--- config.mk ---
export PLATFORM = sky130hd
export DESIGN_NAME = uart_regfile
export DESIGN_NICKNAME = d
export VERILOG_FILES = /design/src/rtl/uart_regfile_pkg.sv /design/src/rtl/uart_cfg_reg.sv /design/src/rtl/uart_level_irq.sv /design/src/rtl/uart_bus_port.sv /design/src/rtl/uart_regfile.sv
export SDC_FILE = /design/constraint.sdc
export NUM_CORES = 1
export LEC_CHECK = 0
export ABC_AREA = 1
export CORE_MARGIN = 10
export CORE_UTILIZATION = 61
export DETAILED_ROUTE_END_ITERATION = 7
export DONT_BUFFER_PORTS = 1
export PLACE_DENSITY = 0.75
export SLEW_MARGIN = 20
export SYNTH_ARGS = -nofsm -noshare
export SYNTH_HDL_FRONTEND = slang
export SYNTH_SLANG_ARGS = --single-unit
--- constraint.sdc ---
create_clock -name clk -period 1.1 [get_ports clk]
set_clock_uncertainty 0.1 [all_clocks]
set_input_delay 0.11 -clock clk [delete_from_list [all_inputs] [get_ports clk]]
set_output_delay 0.11 -clock clk [all_outputs]
set_load 0.02 [all_outputs]
--- src/rtl/uart_regfile_pkg.sv ---
package uart_regfile_pkg;
  localparam int REG_W   = 32;
  localparam int BYTE_W  = 8;
  localparam int PRSC_W  = 3;
  localparam int DIV_W   = 10;
  localparam int LOG_W   = 4;
  localparam int RXIE_W  = 3;
  localparam int TXIE_W  = 2;

  localparam int B_EN    = 0;
  localparam int B_SIM   = 1;
  localparam int B_FLOW  = 2;
  localparam int B_PRSC  = 3;
  localparam int B_DIV   = 6;
  localparam int B_STAT  = 16;
  localparam int B_RXIE  = 22;
  localparam int B_TXIE  = 25;
  localparam int B_OVF   = 30;
  localparam int B_BUSY  = 31;
  localparam int B_RXLOG = 8;
  localparam int B_TXLOG = 12;

  typedef struct packed {
    logic [TXIE_W-1:0] tx_ie;
    logic [RXIE_W-1:0] rx_ie;
    logic [DIV_W-1:0]  divisor;
    logic [PRSC_W-1:0] prescale;
    logic              flow;
    logic              sim;
    logic              en;
  } cfg_t;

  typedef struct packed {
    logic tx_full;
    logic tx_below_half;
    logic tx_empty;
    logic rx_full;
    logic rx_half;
    logic rx_nempty;
  } stat_t;
endpackage

--- src/rtl/uart_cfg_reg.sv ---
module uart_cfg_reg
  import uart_regfile_pkg::*;
(
  input  logic             clk,
  input  logic             rst,
  input  logic             wr_ctrl,
  input  logic [REG_W-1:0] wdata,
  input  logic             overrun,
  output cfg_t             cfg,
  output logic             ovf
);
  always_ff @(posedge clk) begin
    if (rst) begin
      cfg <= '0;
    end else if (wr_ctrl) begin
      cfg.en       <= wdata[B_EN];
      cfg.sim      <= wdata[B_SIM];
      cfg.flow     <= wdata[B_FLOW];
      cfg.prescale <= wdata[B_PRSC +: PRSC_W];
      cfg.divisor  <= wdata[B_DIV +: DIV_W];
      cfg.rx_ie    <= wdata[B_RXIE +: RXIE_W];
      cfg.tx_ie    <= wdata[B_TXIE +: TXIE_W];
    end
  end

  // sticky overflow, held clear while the block is disabled
  always_ff @(posedge clk) begin
    if (rst || !cfg.en) ovf <= 1'b0;
    else if (overrun)   ovf <= 1'b1;
  end
endmodule

--- src/rtl/uart_level_irq.sv ---
module uart_level_irq #(
  parameter int N_COND = 3
) (
  input  logic              clk,
  input  logic              rst,
  input  logic [N_COND-1:0] enable,
  input  logic [N_COND-1:0] cond,
  output logic              irq
);
  logic [N_COND-1:0] hit;

  for (genvar i = 0; i < N_COND; i++) begin : g_term
    assign hit[i] = enable[i] & cond[i];
  end

  always_ff @(posedge clk) begin
    if (rst) irq <= 1'b0;
    else     irq <= |hit;
  end
endmodule

--- src/rtl/uart_bus_port.sv ---
module uart_bus_port
  import uart_regfile_pkg::*;
#(
  parameter int RX_LOG2 = 4,
  parameter int TX_LOG2 = 4
) (
  input  logic              clk,
  input  logic              rst,
  input  logic              bus_we,
  input  logic              bus_re,
  input  logic              bus_addr,
  input  logic [REG_W-1:0]  bus_wdata,
  input  cfg_t              cfg,
  input  logic              ovf,
  input  stat_t             stat,
  input  logic              tx_busy,
  input  logic [BYTE_W-1:0] rx_data,
  output logic [REG_W-1:0]  bus_rdata,
  output logic              tx_push,
  output logic [BYTE_W-1:0] tx_data,
  output logic              rx_pop
);
  localparam logic [LOG_W-1:0] RX_LOG_F = LOG_W'(RX_LOG2);
  localparam logic [LOG_W-1:0] TX_LOG_F = LOG_W'(TX_LOG2);

  logic [REG_W-1:0] ctrl_word;
  logic [REG_W-1:0] data_word;

  always_comb begin
    ctrl_word = '0;
    ctrl_word[B_EN]                  = cfg.en;
    ctrl_word[B_SIM]                 = cfg.sim;
    ctrl_word[B_FLOW]                = cfg.flow;
    ctrl_word[B_PRSC +: PRSC_W]      = cfg.prescale;
    ctrl_word[B_DIV +: DIV_W]        = cfg.divisor;
    ctrl_word[B_STAT +: $bits(stat_t)] = stat;
    ctrl_word[B_RXIE +: RXIE_W]      = cfg.rx_ie;
    ctrl_word[B_TXIE +: TXIE_W]      = cfg.tx_ie;
    ctrl_word[B_OVF]                 = ovf;
    ctrl_word[B_BUSY]                = tx_busy | ~stat.tx_empty;
  end

  always_comb begin
    data_word = '0;
    data_word[0 +: BYTE_W]      = rx_data;
    data_word[B_RXLOG +: LOG_W] = RX_LOG_F;
    data_word[B_TXLOG +: LOG_W] = TX_LOG_F;
  end

  always_ff @(posedge clk) begin
    if (rst) begin
      bus_rdata <= '0;
      tx_push   <= 1'b0;
      tx_data   <= '0;
      rx_pop    <= 1'b0;
    end else begin
      bus_rdata <= bus_re ? (bus_addr ? data_word : ctrl_word) : '0;
      rx_pop    <= bus_re & bus_addr & stat.rx_nempty;
      tx_push   <= bus_we & bus_addr & ~stat.tx_full;
      if (bus_we && bus_addr && !stat.tx_full) tx_data <= bus_wdata[BYTE_W-1:0];
    end
  end
endmodule

--- src/rtl/uart_regfile.sv ---
module uart_regfile
  import uart_regfile_pkg::*;
#(
  parameter int RX_LOG2 = 4,
  parameter int TX_LOG2 = 4
) (
  input  logic        clk,
  input  logic        rst,
  input  logic        bus_we,
  input  logic        bus_re,
  input  logic        bus_addr,
  input  logic [31:0] bus_wdata,
  output logic [31:0] bus_rdata,
  input  logic        rx_nempty,
  input  logic        rx_half,
  input  logic        rx_full,
  input  logic [7:0]  rx_data,
  input  logic        rx_overrun,
  input  logic        tx_empty,
  input  logic        tx_half,
  input  logic        tx_full,
  input  logic        tx_busy,
  output logic        cfg_enable,
  output logic        cfg_sim_mode,
  output logic        cfg_flow_ctrl,
  output logic [2:0]  cfg_prescale,
  output logic [9:0]  cfg_divisor,
  output logic        tx_push,
  output logic [7:0]  tx_data,
  output logic        rx_pop,
  output logic        irq_rx,
  output logic        irq_tx
);
  cfg_t  cfg_q;
  logic  sts_ovf;
  stat_t stat;

  assign stat.rx_nempty     = rx_nempty;
  assign stat.rx_half       = rx_half;
  assign stat.rx_full       = rx_full;
  assign stat.tx_empty      = tx_empty;
  assign stat.tx_below_half = ~tx_half;
  assign stat.tx_full       = tx_full;

  uart_cfg_reg u_cfg (
    .clk     (clk),
    .rst     (rst),
    .wr_ctrl (bus_we & ~bus_addr),
    .wdata   (bus_wdata),
    .overrun (rx_overrun),
    .cfg     (cfg_q),
    .ovf     (sts_ovf)
  );

  uart_bus_port #(.RX_LOG2(RX_LOG2), .TX_LOG2(TX_LOG2)) u_port (
    .clk       (clk),
    .rst       (rst),
    .bus_we    (bus_we),
    .bus_re    (bus_re),
    .bus_addr  (bus_addr),
    .bus_wdata (bus_wdata),
    .cfg       (cfg_q),
    .ovf       (sts_ovf),
    .stat      (stat),
    .tx_busy   (tx_busy),
    .rx_data   (rx_data),
    .bus_rdata (bus_rdata),
    .tx_push   (tx_push),
    .tx_data   (tx_data),
    .rx_pop    (rx_pop)
  );

  uart_level_irq #(.N_COND(RXIE_W)) u_irq_rx (
    .clk    (clk),
    .rst    (rst),
    .enable (cfg_q.rx_ie),
    .cond   ({stat.rx_full, stat.rx_half, stat.rx_nempty}),
    .irq    (irq_rx)
  );

  uart_level_irq #(.N_COND(TXIE_W)) u_irq_tx (
    .clk    (clk),
    .rst    (rst),
    .enable (cfg_q.tx_ie),
    .cond   ({stat.tx_below_half, stat.tx_empty}),
    .irq    (irq_tx)
  );

  assign cfg_enable    = cfg_q.en;
  assign cfg_sim_mode  = cfg_q.sim;
  assign cfg_flow_ctrl = cfg_q.flow;
  assign cfg_prescale  = cfg_q.prescale;
  assign cfg_divisor   = cfg_q.divisor;
endmodule

=== Yosys cells after proc, flatten, opt, wreduce, memory -nomap -nowiden ===
Cells that the tools add are included.
W data, S select, Z words.

* Reduce and logical (&&, ||, !) cells: 9
* Muxes and demuxes: 1
* Bitwise logic cells: 16

{| class="wikitable"
|+ Operator list
! operator !! number
|-
| $mux W15 || 1
|-
| $and A1 B1 Y1 || 10
|-
| $reduce_or A3 Y1 || 2
|-
| $not A1 Y1 || 5
|-
| $reduce_or A2 Y1 || 2
|-
| $logic_and A1 B1 Y1 || 2
|-
| $logic_not A1 Y1 || 2
|-
| $logic_or A1 B1 Y1 || 1
|-
| $or A1 B1 Y1 || 1
|}

* Bits in registers: 66
* Logic and storage cells: 41

=== Depth between registers and ports, before layout ===
Gate-level depths: netlist of run 1.

* Depth after elaboration: 3
* Depth in mapped cells: 6

=== Hierarchy ===
From an unflattened synthesis of run 1, not the netlist that was laid out.

* Cell total of the unflattened synthesis: 313
* Area total of the unflattened synthesis: 2346.0 µm²

{| class="wikitable"
|+ By module, submodules not included
! module !! area an instance (µm²) !! times used !! cells an instance
|-
| uart_bus_port || 1327.5 || 1 || 160
|-
| uart_cfg_reg || 920.9 || 1 || 138
|-
| uart_level_irq (u_irq_rx) || 47.5 || 1 || 8
|-
| uart_level_irq (u_irq_tx) || 36.3 || 1 || 4
|-
| uart_regfile || 13.8 || 1 || 3
|}

=== Worst setup path before layout of run 1 ===
Ideal clock, no wire load.

* Path kind: register to register
* Start point: register u_cfg.cfg[0] (netlist name)
* End point: register u_cfg.ovf
* Data arrival time: 0.687 ns
* Buffers on the path: 0
* Cell stages (with the launch flop): 3
* Library setup time: 0.078 ns
* Required time: 0.922 ns
* Path slack: 0.236 ns
* Path through: dfxtp_1 > inv_1 > nor3_1

* Longest elaborated chain between the ends: 2

{| class="wikitable"
|+ RTL lines
! element !! RTL line !! text
|-
| $logic_not A1 Y1 || uart_cfg_reg.sv:28 || <nowiki>if (rst || !cfg.en) ovf <= 1'b0;</nowiki>
|-
| $logic_or A1 B1 Y1 || uart_cfg_reg.sv:28 ||
|-
| end signal: assignment || uart_cfg_reg.sv:28 ||
|-
| end signal: assignment || uart_cfg_reg.sv:29 || <nowiki>else if (overrun) ovf <= 1'b1;</nowiki>
|-
| end: declaration || uart_cfg_reg.sv:10 || <nowiki>output logic ovf</nowiki>
|}

No other way between the ends.
A chain may end at the register's enable or synchronous reset.

=== Worst setup path after layout of run 1 ===
* Start point: input bus_addr
* End point: register u_port.bus_rdata[31]

* Longest elaborated chain between the ends: 1

{| class="wikitable"
|+ RTL lines
! element !! RTL line !! text
|-
| start: declaration || uart_regfile.sv:11 || <nowiki>input logic bus_addr,</nowiki>
|-
| $reduce_or A3 Y1 (no line) || - ||
|-
| end signal: assignment || uart_bus_port.sv:57 || <nowiki>bus_rdata <= bus_re ? (bus_addr ? data_word : ctrl_word) : '0;</nowiki>
|-
| end: declaration || uart_bus_port.sv:18 || <nowiki>output logic [REG_W-1:0] bus_rdata,</nowiki>
|}

No other way between the ends.

==> qor.yml, run 1 <==
setup_path:
  critical_path_arrival_ns: 1.43
  critical_path_depth: 5
  cp-end-kind: "register"
  critPathRequiredTime_ns: 1.33
  worst-r2r-cell-count: 4
  worst_r2r_startpoint: "u_cfg.cfg[5]"
  max_fanout_on_critical_path: 18
  cpLargestDelayFamily: "buffers and inverters"
  worst_setup_path_startpoint: "bus_addr"
  regToRegEndpoint: "u_cfg.cfg[5]"
  critical_path_destination: "u_port.bus_rdata[31]"
  cp_cell_sequence: "inv_2 -> dlygate4sd3_1 -> nand2_2 -> buf_12 -> nor2_1"
  critical_path_buf_inv_count: 3
  crit_slowest_cell: "sky130_fd_sc_hd__dlygate4sd3_1"
  cp-start-kind: "input pin"
  critical_path.max_stage_delay_ns: 0.74
  reg2reg_setup_slack_ns: 0.13
  timing.setup.critical_path_class: "input pin to register"
pwr:
  power.density_nw_per_um2: 1541
  vdd_ir_drop_max_v: 0.001125
  p_total_uw: 4787
  power_leakage_uw: 0.001408
cts:
  number_of_buffers_created_by_cts: 9
  cts.clk_slew.worst_paths_ns: 0.11
  cts_max_path_buffers: 2
  htree_num_levels: 3
  ctsRootBufferMaster: "sky130_fd_sc_hd__clkbuf_4"
  tritoncts_clock_tree: "built"
  insertion_delay_ns: 0.40
  cts.sink_count: 63
floorplanning:
  rows: 21
  die_w_um: 80.32
  floorplan.initialDensity_pct: 64.98
  floorplan.die_area_um2: 6451
  coreArea_um2: 3416
  die-height_um: 80.32
  floorplan.io_pins: 113
sta:
  rsz0062_at_grt: "yes"
  period_share_pct: 109.3
  timing.final.hold_violations: 0
  fmax_mhz: 831.9
  post-route-min-period_ns: 1.202
  final_number_of_max_transition_violations: 0
  postLayoutSetupSlackWorst_ns: -0.1021
  timing.final.setup_violations: 23
drt:
  first_iter_violations: 248
  wl_um: 7795
  drtPass1Iterations: 5
  drt-vias-per-instance: 5.299
  antenna_left: 0
  wire_per_inst_um: 19.39
  drc: 0
  route.vias.total: 2130
grt:
  grt_util_overall_pct: 21.76
  grt_pass1_wl_um: 10830
  maximum_number_of_pins_on_one_net_before_global_route_repair: 22
  antenna_violations_before_repair: 0
  first_global_vias: 2105
  grt.overflow.total: 0
hold_path:
  min_delay_path_depth: 4
  min-delay-path-class: "input pin to register"
placement:
  preCtsSetupSlack_ns: 0.01281
  detailed_place_hpwl_um: 4045
  place_congestion: 0.7327
  numPortBuffers: 0
yosys:
  netlist_instances: 281
  synth_seq_cells: 63
  postSynthAreaPerCell_um2: 7.899
  synth_cell_types: 18
  synthesis.area_um2: 2220
  synth-seq-area-share_pct: 56.82
  synthesis.yosys.warnings: 0
final_layout:
  layout_common_cells: "sky130_fd_sc_hd__nor2_1, sky130_fd_sc_hd__dlygate4sd3_1, sky130_fd_sc_hd__nand2_1, sky130_fd_sc_hd__dfxtp_1, sky130_fd_sc_hd__dfxtp_2"
  drive_above_1_share_pct: 25.84
  mostFrequentLayoutCell: "sky130_fd_sc_hd__nor2_1"
  area_delta_synth_final_pct: 39.91
  antenna_cells: 0
  nNetsFinal: 404
run_status:
  violations: "negative setup slack"
  run_status: "complete, but fails checks"
flow_run:
  maxCapViolations: 0
-- layer usage --
metal	routed length, um	GRT usage (%)
met1	2738	23.61
met2	3874	37.56
met3	878	7.572
met4	305	9.155
met5	0	0
-- synth_stat cells --
library cell	n	area, um^2
sky130_fd_sc_hd__clkbuf_1	2	7.510
sky130_fd_sc_hd__nand2_1	36	135.1
sky130_fd_sc_hd__o21ai_2	1	8.760
sky130_fd_sc_hd__buf_4	18	135.1
sky130_fd_sc_hd__nand3_2	1	10.01
sky130_fd_sc_hd__o21a_1	1	7.510
sky130_fd_sc_hd__inv_2	3	11.26
sky130_fd_sc_hd__nand2_2	1	6.260
sky130_fd_sc_hd__nand3_1	2	10.01
sky130_fd_sc_hd__inv_1	29	108.9
sky130_fd_sc_hd__dfxtp_1	63	1261
sky130_fd_sc_hd__nor3_1	2	10.01
sky130_fd_sc_hd__buf_2	6	30.03
sky130_fd_sc_hd__conb_1	1	3.750
sky130_fd_sc_hd__a21oi_1	7	35.03
sky130_fd_sc_hd__nor2_1	86	322.8
sky130_fd_sc_hd__o21ai_0	21	105.1
sky130_fd_sc_hd__buf_6	1	11.26
-- state kept, by name, indices dropped and copies added (netlist names) --
register / count
u_port.rx_pop: 1
u_irq_rx.irq: 1
u_cfg.ovf: 1
u_cfg.cfg: 21
u_port.tx_push: 1
u_port.bus_rdata: 29
u_port.tx_data: 8
u_irq_tx.irq: 1
-- where the power goes --
part           switching, uW  internal, uW  total (uW)
registers                123          2390        2520
clock network            873           742        1610
logic                    343           312         655
total                   1340          3450        4790
-- per-stage QoR --
stage | hold slack (ns) | instance area [um^2] | setup TNS (ns) | std cells | util (%)
after floorplan | 0.08173 | 2227 | 0 | 283 | -
after global placement | 0.08342 | 2316 | 0 | 329 | 67.80
after detailed placement | 0.08495 | 2316 | 0 | 329 | 67.80
after CTS | 0.004977 | 2999 | -0.0005537 | 398 | 87.80
after global routing | 0.03867 | 3105 | -1.667 | 402 | 90.92
final | 0.008433 | 3105 | -1.354 | 402 | 90.92
-- worst min-delay path by stage --
| stage | from | to | slack (ns) |
|---|---|---|---|
| 2_1_floorplan | rst | u_irq_tx.irq | 0.08 |
| 3_3_place_gp | tx_half | u_port.bus_rdata[20] | 0.08 |
| 3_5_place_dp | rst | u_irq_tx.irq | 0.08 |
| 4_1_cts | bus_we | u_cfg.cfg[0] | 0.005 |
| 5_1_grt | bus_we | u_cfg.cfg[0] | 0.04 |
| 6_report | bus_we | u_cfg.cfg[0] | 0.008 |
-- tightest hold or removal path: stages --
cell                      delay (ns)
sky130_fd_sc_hd__nand2_2        0.11
sky130_fd_sc_hd__buf_4          0.13
sky130_fd_sc_hd__o21ai_0        0.06
sky130_fd_sc_hd__nor2_1         0.08
-- area by class of cell --
cell class / count / area (um^2)
Clock buffer: 10 / 81.33
Clock inverter: 6 / 60.06
Fill cell: 164 / 310.3
Inverter: 32 / 120.1
Multi-Input combinational cell: 161 / 664.4
Sequential cell: 63 / 1299
Tap cell: 46 / 57.56
Timing Repair Buffer: 84 / 823.3
-- cells by family (layout without fill, tap and decap cells) --
group	count (synthesis)	after routing	synth area share [%]
other	1	3	0.1689
AOI/OAI and AO/OA	30	30	7.046
DFF	63	63	56.82
and+or+nand+nor	128	128	22.27
buffers and inverters	59	132	13.70
-- timing repair --
action,4_1_cts,5_1_grt
buffers inserted,8,4
pin swaps,0,0
resized for setup,21,28
endpoints found under the setup margin,19,35
hold buffers,45,0
endpoints found under the hold margin,52,0
Note: power is estimated with default switching activity, not from simulation.
==> run 2, diff against run 1 <==
==> constraint.sdc (replaced) <==
create_clock -name clk -period 1.1 [get_ports clk]
set_clock_uncertainty 0.1 [all_clocks]
set_input_delay 0.11 -clock clk [delete_from_list [all_inputs] [get_ports clk]]
set_output_delay 0.11 -clock clk [all_outputs]
set_load 0.05 [all_outputs]
==> qor.yml, run 2 <==
run_status:
  toolErrorMsg: "[ERROR DPL-0038] Utilization greater than 100%, impossible to legalize"
  run_status: "aborted with a tool error"
  haltStage: "clock tree synthesis"
cts:
  htree_num_levels: 3  # unchanged
  ctsResizeCount: 107  # +410%
  cts.hold.buffers_added: 44  # -2.2%
  cts_max_path_buffers: 2  # unchanged
  cts.sink_count: 63  # unchanged
  number_of_buffers_created_by_cts: 9  # unchanged
  post_cts.repair.setup_buffers: 16  # +8
  ctsRootBufferMaster: "sky130_fd_sc_hd__clkbuf_4"
yosys:
  synth.top_cells.by_count: "sky130_fd_sc_hd__nor2_1, sky130_fd_sc_hd__dfxtp_1, sky130_fd_sc_hd__nand2_1"
  synthesis.yosys.warnings: 0  # unchanged
  synth-seq-area-share_pct: 56.82  # unchanged
  synth_area_leaders: "sky130_fd_sc_hd__dfxtp_1, sky130_fd_sc_hd__nor2_1, sky130_fd_sc_hd__buf_4, sky130_fd_sc_hd__nand2_1, sky130_fd_sc_hd__inv_1"
  async_flop_share_pct: 0  # unchanged
  synth_cell_types: 18  # unchanged
  post_synth_edffs: 0  # unchanged
  biggest_area_consumer_among_synthesized_cells: "sky130_fd_sc_hd__dfxtp_1"
  synth.most_common_cell: "sky130_fd_sc_hd__nor2_1"
  synth_top_flop_cell: "sky130_fd_sc_hd__dfxtp_1"
  synth_top_area_share_pct: 56.82  # unchanged
  netlist_instances: 281  # unchanged
  synthesis.area_um2: 2220  # unchanged
  synth_seq_cells: 63  # unchanged
  postSynthAreaPerCell_um2: 7.899  # unchanged
placement:
  numPortBuffers: 0  # unchanged
  place_congestion: 0.7192  # -1.8%
  detailed_place_hpwl_um: 4298  # +6.3%
  placed_cells: 364  # +11%
  area_after_detailed_placement_um2: 2592  # +12%
floorplanning:
  floorplan.initialDensity_pct: 64.98  # unchanged
  die_w_um: 80.32  # unchanged
  floorplan.io_pins: 113  # unchanged
  die-height_um: 80.32  # unchanged
  rows: 21  # unchanged
## run 2: cell counts after synthesis
Identical to the previous run, type by type.
## run 2: cell families after synthesis
| kind of cell | synth area share (%) |
|---|---|
| AOI/OAI and AO/OA | 7.046 |
| buffers and inverters | 13.70 |
| DFF | 56.82 |
| other | 0.1689 |
| and+or+nand+nor | 22.27 |
## run 2: stage by stage
step                      setup slack (ns)  hold slack (ns)
after global placement              0.2129          0.08344
after detailed placement            0.1456          0.08661
after floorplan                    0.07872          0.08173
==> run 3, diff against run 2 <==
--- a/config.mk
+++ b/config.mk
@@ -7,10 +7,10 @@
 export LEC_CHECK = 0
 export ABC_AREA = 1
 export CORE_MARGIN = 10
-export CORE_UTILIZATION = 61
+export CORE_UTILIZATION = 40
 export DETAILED_ROUTE_END_ITERATION = 7
 export DONT_BUFFER_PORTS = 1
-export PLACE_DENSITY = 0.75
+export PLACE_DENSITY_LB_ADDON = 0.15
 export SLEW_MARGIN = 20
 export SYNTH_ARGS = -nofsm -noshare
 export SYNTH_HDL_FRONTEND = slang
==> qor.yml, run 3 (synthesis gave the netlist of run 1 again) <==
run_status:
  run_status: "complete, but fails checks"
  violations: "negative hold slack"
setup_path:
  cp-start-kind: "register"
  max_fanout_on_critical_path: 1
  cp_cell_sequence: "buf_6"
  critPathRequiredTime_ns: 0.89
  cpLargestDelayFamily: "flip-flops"
  critical_path_arrival_ns: 0.86
  critical_path.max_stage_delay_ns: 0.35
  critical_path_buf_inv_count: 1
  timing.setup.critical_path_class: "register to output port"
  cp-end-kind: "output port"
  crit_slowest_cell: "sky130_fd_sc_hd__dfxtp_1"
drt:
  wl_um: 6352
  drtPass1Iterations: 4
  drc: 0
  drt-vias-per-instance: 4.310
  first_iter_violations: 99
  antenna_left: 0
  route.vias.total: 1918
  wire_per_inst_um: 14.27
floorplanning:
  die_w_um: 94.49  # +18%
  floorplan.initialDensity_pct: 40.81  # -24 points
  coreArea_um2: 5439
  rows: 27  # +29%
  floorplan.io_pins: 113  # unchanged
  die-height_um: 94.49  # +18%
  floorplan.die_area_um2: 8928
sta:
  timing.final.hold_violations: 7
  final_number_of_max_transition_violations: 0
  rsz0062_at_grt: "no"
  setup_tns_ns: 0
  timing.final.setup_violations: 0
  fmax_mhz: 937.8
  hold-worst-slack_ns: -0.1745
  post-route-min-period_ns: 1.066
  period_share_pct: 96.94
grt:
  maximum_number_of_pins_on_one_net_before_global_route_repair: 31
  grt_pass1_wl_um: 9784
  grt.overflow.total: 0
  grt_util_met3_pct: 8.485
  grt_util_overall_pct: 14.31
  antenna_violations_before_repair: 0
  globalRouteMet1Util_pct: 15.06
  grt_util_met2_pct: 23.00
  grt_busiest_layer: "met2"
  first_global_vias: 1919
final_layout:
  layout_common_cells: "sky130_fd_sc_hd__nor2_1, sky130_fd_sc_hd__dfxtp_1, sky130_fd_sc_hd__dlygate4sd3_1, sky130_fd_sc_hd__nand2_1, sky130_fd_sc_hd__buf_4"
  post-route-util_pct: 62.27
  area_delta_synth_final_pct: 52.59
  top_register: "u_port.bus_rdata"
  mostFrequentLayoutCell: "sky130_fd_sc_hd__nor2_1"
  nNetsFinal: 421
  largest_register_ff_count: 29
  drive_above_1_share_pct: 28.15
  antenna_cells: 0
  layout.cells.non_filler: 445
  largest_registers: "u_port.bus_rdata x29, u_cfg.cfg x21, u_port.tx_data x8"
cts:
  insertion_delay_ns: 0.33
  htree_num_levels: 3  # unchanged
  cts.sink_count: 63  # unchanged
  cts_max_path_buffers: 2  # unchanged
  tritoncts_clock_tree: "built"
  cts.hold.buffers_added: 40  # -9.1%
  number_of_buffers_created_by_cts: 9  # unchanged
  cts.clk_slew.worst_paths_ns: 0.07
  ctsRootBufferMaster: "sky130_fd_sc_hd__clkbuf_8"
pwr:
  vdd_ir_drop_max_v: 0.001192
  p_total_uw: 5595
  power_leakage_uw: 0.001561
  power.density_nw_per_um2: 1652
placement:
  numPortBuffers: 0  # unchanged
  place_congestion: 0.7447  # +3.5%
  detailed_place_hpwl_um: 4275  # -0.54%
  placed_cells: 390  # +7.1%
hold_path:
  min-delay-path-class: "input pin to register"
flow_run:
  maxCapViolations: 0
## run 3: where the power goes
| part | leakage [uW] | internal, uW | switching, uW |
|---|---|---|---|
| clock network | 0.000114 | 1400 | 847 |
| logic | 0.000924 | 334 | 560 |
| registers | 0.000524 | 2390 | 63.7 |
## run 3: stage by stage
step / setup WS, ns / cell area (um^2)
after detailed placement: 0.1082 / 2625
after global routing: 0.0004191 / 3387
after CTS: 0.0007194 / 3332
final: 0.03364 / 3387
after floorplan: 0.07872 / 2228
after global placement: 0.1291 / 2625
## run 3: metal layers
metal,routed length [um],part of all wire [%],vias to the layer above
met5,0,0,-
met4,72,1.1,0
met3,681,11,6
met2,3119,49,66
met1,2478,39,847
li1,-,-,999
## run 3: layout make-up
cell class | count | area, um^2
clock buffers | 13 | 158.9
clock inverters | 3 | 65.06
fillers | 495 | 2052
inverters | 32 | 120.1
multi-input cells | 161 | 664.4
flip-flops and latches | 63 | 1291
well taps | 72 | 90.09
repair buffers | 101 | 997.2
## run 3: what timing repair did
| item | 4_1_cts | 5_1_grt |
|---|---|---|
| gates resized for setup | 30 | 24 |
| setup buffers | 0 | 0 |
| endpoints found under the hold margin | 52 | 7 |
| endpoints found under the setup margin | 18 | 36 |
## run 3: path summary, 6_finish.rpt
check	start	to	slack (ns)	cells past startpoint
hold reg to reg	u_cfg.ovf	u_port.bus_rdata[30]	0.32	2
setup reg to reg	u_cfg.cfg[20]	u_irq_tx.irq	0.32	3
hold / removal	bus_addr	u_port.bus_rdata[14]	-0.17	2
setup / recovery	u_port.bus_rdata[4]	bus_rdata[4]	0.03	1
==> run 4, diff against run 3 <==
--- a/config.mk
+++ b/config.mk
@@ -11,6 +11,7 @@
 export DETAILED_ROUTE_END_ITERATION = 7
 export DONT_BUFFER_PORTS = 1
 export PLACE_DENSITY_LB_ADDON = 0.15
+export SETUP_SLACK_MARGIN = 0.1
 export SLEW_MARGIN = 20
 export SYNTH_ARGS = -nofsm -noshare
 export SYNTH_HDL_FRONTEND = slang
==> constraint.sdc (replaced) <==
create_clock -name clk -period 1.1 [get_ports clk]
set_clock_uncertainty 0.1 [all_clocks]
set_input_delay 0.11 -clock clk [delete_from_list [all_inputs] [get_ports clk]]
set_output_delay 0.11 -clock clk [all_outputs]
set_load 0.005 [all_outputs]
==> qor.yml, run 4 (synthesis gave the netlist of run 1 again) <==
cts:
  post_cts.repair.setup_buffers: 0  # unchanged
  cts_max_path_buffers: 2  # unchanged
  number_of_buffers_created_by_cts: 9  # unchanged
  insertion_delay_ns: 0.32  # about the same
  ctsRootBufferMaster: "sky130_fd_sc_hd__clkbuf_8"
  htree_num_levels: 3  # unchanged
  cts.clk_slew.worst_paths_ns: 0.06  # about the same
  cts.sink_count: 63  # unchanged
  tritoncts_clock_tree: "built"
drt:
  route.vias.total: 1706  # -11%
  antenna_left: 0  # unchanged
  drtPass1Iterations: 4  # unchanged
  wl_um: 5973  # -6.0%
  wire_per_inst_um: 15.32  # +7.3%
  first_iter_violations: 55  # -44%
  drc: 0  # unchanged
  drt-vias-per-instance: 4.374  # +1.5%
pwr:
  power_leakage_uw: 0.001203  # -23%
  p_total_uw: 4469  # -20%
  vdd_ir_drop_max_v: 0.0007221  # -39%
  power.density_nw_per_um2: 1612  # -2.4%
sta:
  setup_tns_ns: 0  # unchanged
  rsz0062_at_grt: "no"
  timing.final.hold_violations: 0  # -7
  period_share_pct: 84.35  # -13 points
  final_number_of_max_transition_violations: 0  # unchanged
  timing.final.setup_violations: 0  # unchanged
  post-route-min-period_ns: 0.9279  # -0.1385 ns
  fmax_mhz: 1078  # +15%
final_layout:
  top_register: "u_port.bus_rdata"
  area_delta_synth_final_pct: 24.92
  antenna_cells: 0  # unchanged
  mostFrequentLayoutCell: "sky130_fd_sc_hd__nor2_1"
  layout_common_cells: "sky130_fd_sc_hd__nor2_1, sky130_fd_sc_hd__dfxtp_1, sky130_fd_sc_hd__dlygate4sd3_1, sky130_fd_sc_hd__nand2_1, sky130_fd_sc_hd__inv_1"
  final.fill_count: 560  # +13%
  largest_registers: "u_port.bus_rdata x29, u_cfg.cfg x21, u_port.tx_data x8"
  final-seq-area_um2: 1261  # -2.3%
  layout.cells.non_filler: 390  # -12%
  area_used_by_multi_input_combinational_logic_um2: 661.9  # -0.38%
  drive_above_1_share_pct: 7.547  # -21 points
  nNetsFinal: 369  # -12%
  largest_register_ff_count: 29  # unchanged
placement:
  placed_cells: 334  # -14%
  numPortBuffers: 0  # unchanged
  place_congestion: 0.7225  # -3.0%
  detailed_place_hpwl_um: 4109  # -3.9%
grt:
  grt.overflow.total: 0  # unchanged
  grt_pass1_wl_um: 9356  # -4.4%
  first_global_vias: 1735  # -9.6%
  grt_util_overall_pct: 13.87  # -0.43 points
  maximum_number_of_pins_on_one_net_before_global_route_repair: 31  # unchanged
  antenna_violations_before_repair: 0  # unchanged
setup_path:
  critPathRequiredTime_ns: 0.89  # about the same
  timing.setup.critical_path_class: "register to output port"
  cp-start-kind: "register"
  cp-end-kind: "output port"
  max_fanout_on_critical_path: 3  # +2
  critical_path_arrival_ns: 0.72  # -0.14 ns
  critical_path_depth: 0  # -1
  worst-r2r-cell-count: 2  # -1
floorplanning:
  floorplan.die_area_um2: 8928  # unchanged
  die-height_um: 94.49  # unchanged
  coreArea_um2: 5439  # unchanged
  rows: 27  # unchanged
  die_w_um: 94.49  # unchanged
  floorplan.io_pins: 113  # unchanged
  floorplan.initialDensity_pct: 40.81  # unchanged
flow_run:
  maxCapViolations: 0  # unchanged
run_status:
  run_status: "completed"
hold_path:
  min_delay_path_depth: 4  # +2
  min-delay-path-class: "input pin to register"
## run 4: report_power, final
group | switching (uW) | internal (uW)
registers | 81.3 | 2380
clock network | 777 | 833
logic | 195 | 197
total | 1050 | 3410
## run 4: layout make-up
cell class              count  share of cell area, %
clock buffers              11                  5.099
clock inverters             2                 0.3610
inverters                  32                  4.332
multi-input cells         161                  23.87
flip-flops and latches     63                  45.49
well taps                  72                  3.249
repair buffers             49                  17.60
## run 4: final timing paths
check,start,slack [ns],endpoint
worst max-delay path,u_cfg.cfg[6],0.17,cfg_divisor[0]
worst max register to register,u_cfg.cfg[0],0.29,u_cfg.ovf
worst min-delay path,rst,0.02,u_irq_rx.irq
worst min register to register,u_cfg.ovf,0.33,u_port.bus_rdata[30]
## run 4: metal layers
metal  GRT usage, %  vias to the layer above  wire, um
met2          22.37                       55      3037
met3          7.851                        2       628
met5              0                        -         0
met4          5.985                        0        32
li1               -                      889         -
met1          14.61                      760      2275
## run 4: timing repair
action	4_1_cts	5_1_grt
hold buffers	43	0
hold endpoints to repair	51	0
gates resized for setup	0	0
## run 4: through the flow
step	hold WS (ns)	setup WS (ns)	util (%)	area, um^2
after floorplan	0.08173	0.2657	-	2227
after global placement	0.08319	0.1040	40.28	2191
after detailed placement	0.08527	0.07779	40.28	2191
after CTS	0.007858	0.1449	50.98	2773
after global routing	0.03269	0.1148	50.98	2773
final	0.02245	0.1721	50.98	2773
## run 4: tightest hold or removal path: stages
cell                      delay [ns]
sky130_fd_sc_hd__inv_1          0.04
sky130_fd_sc_hd__buf_12         0.16
sky130_fd_sc_hd__nand2_1        0.07
sky130_fd_sc_hd__inv_1          0.03
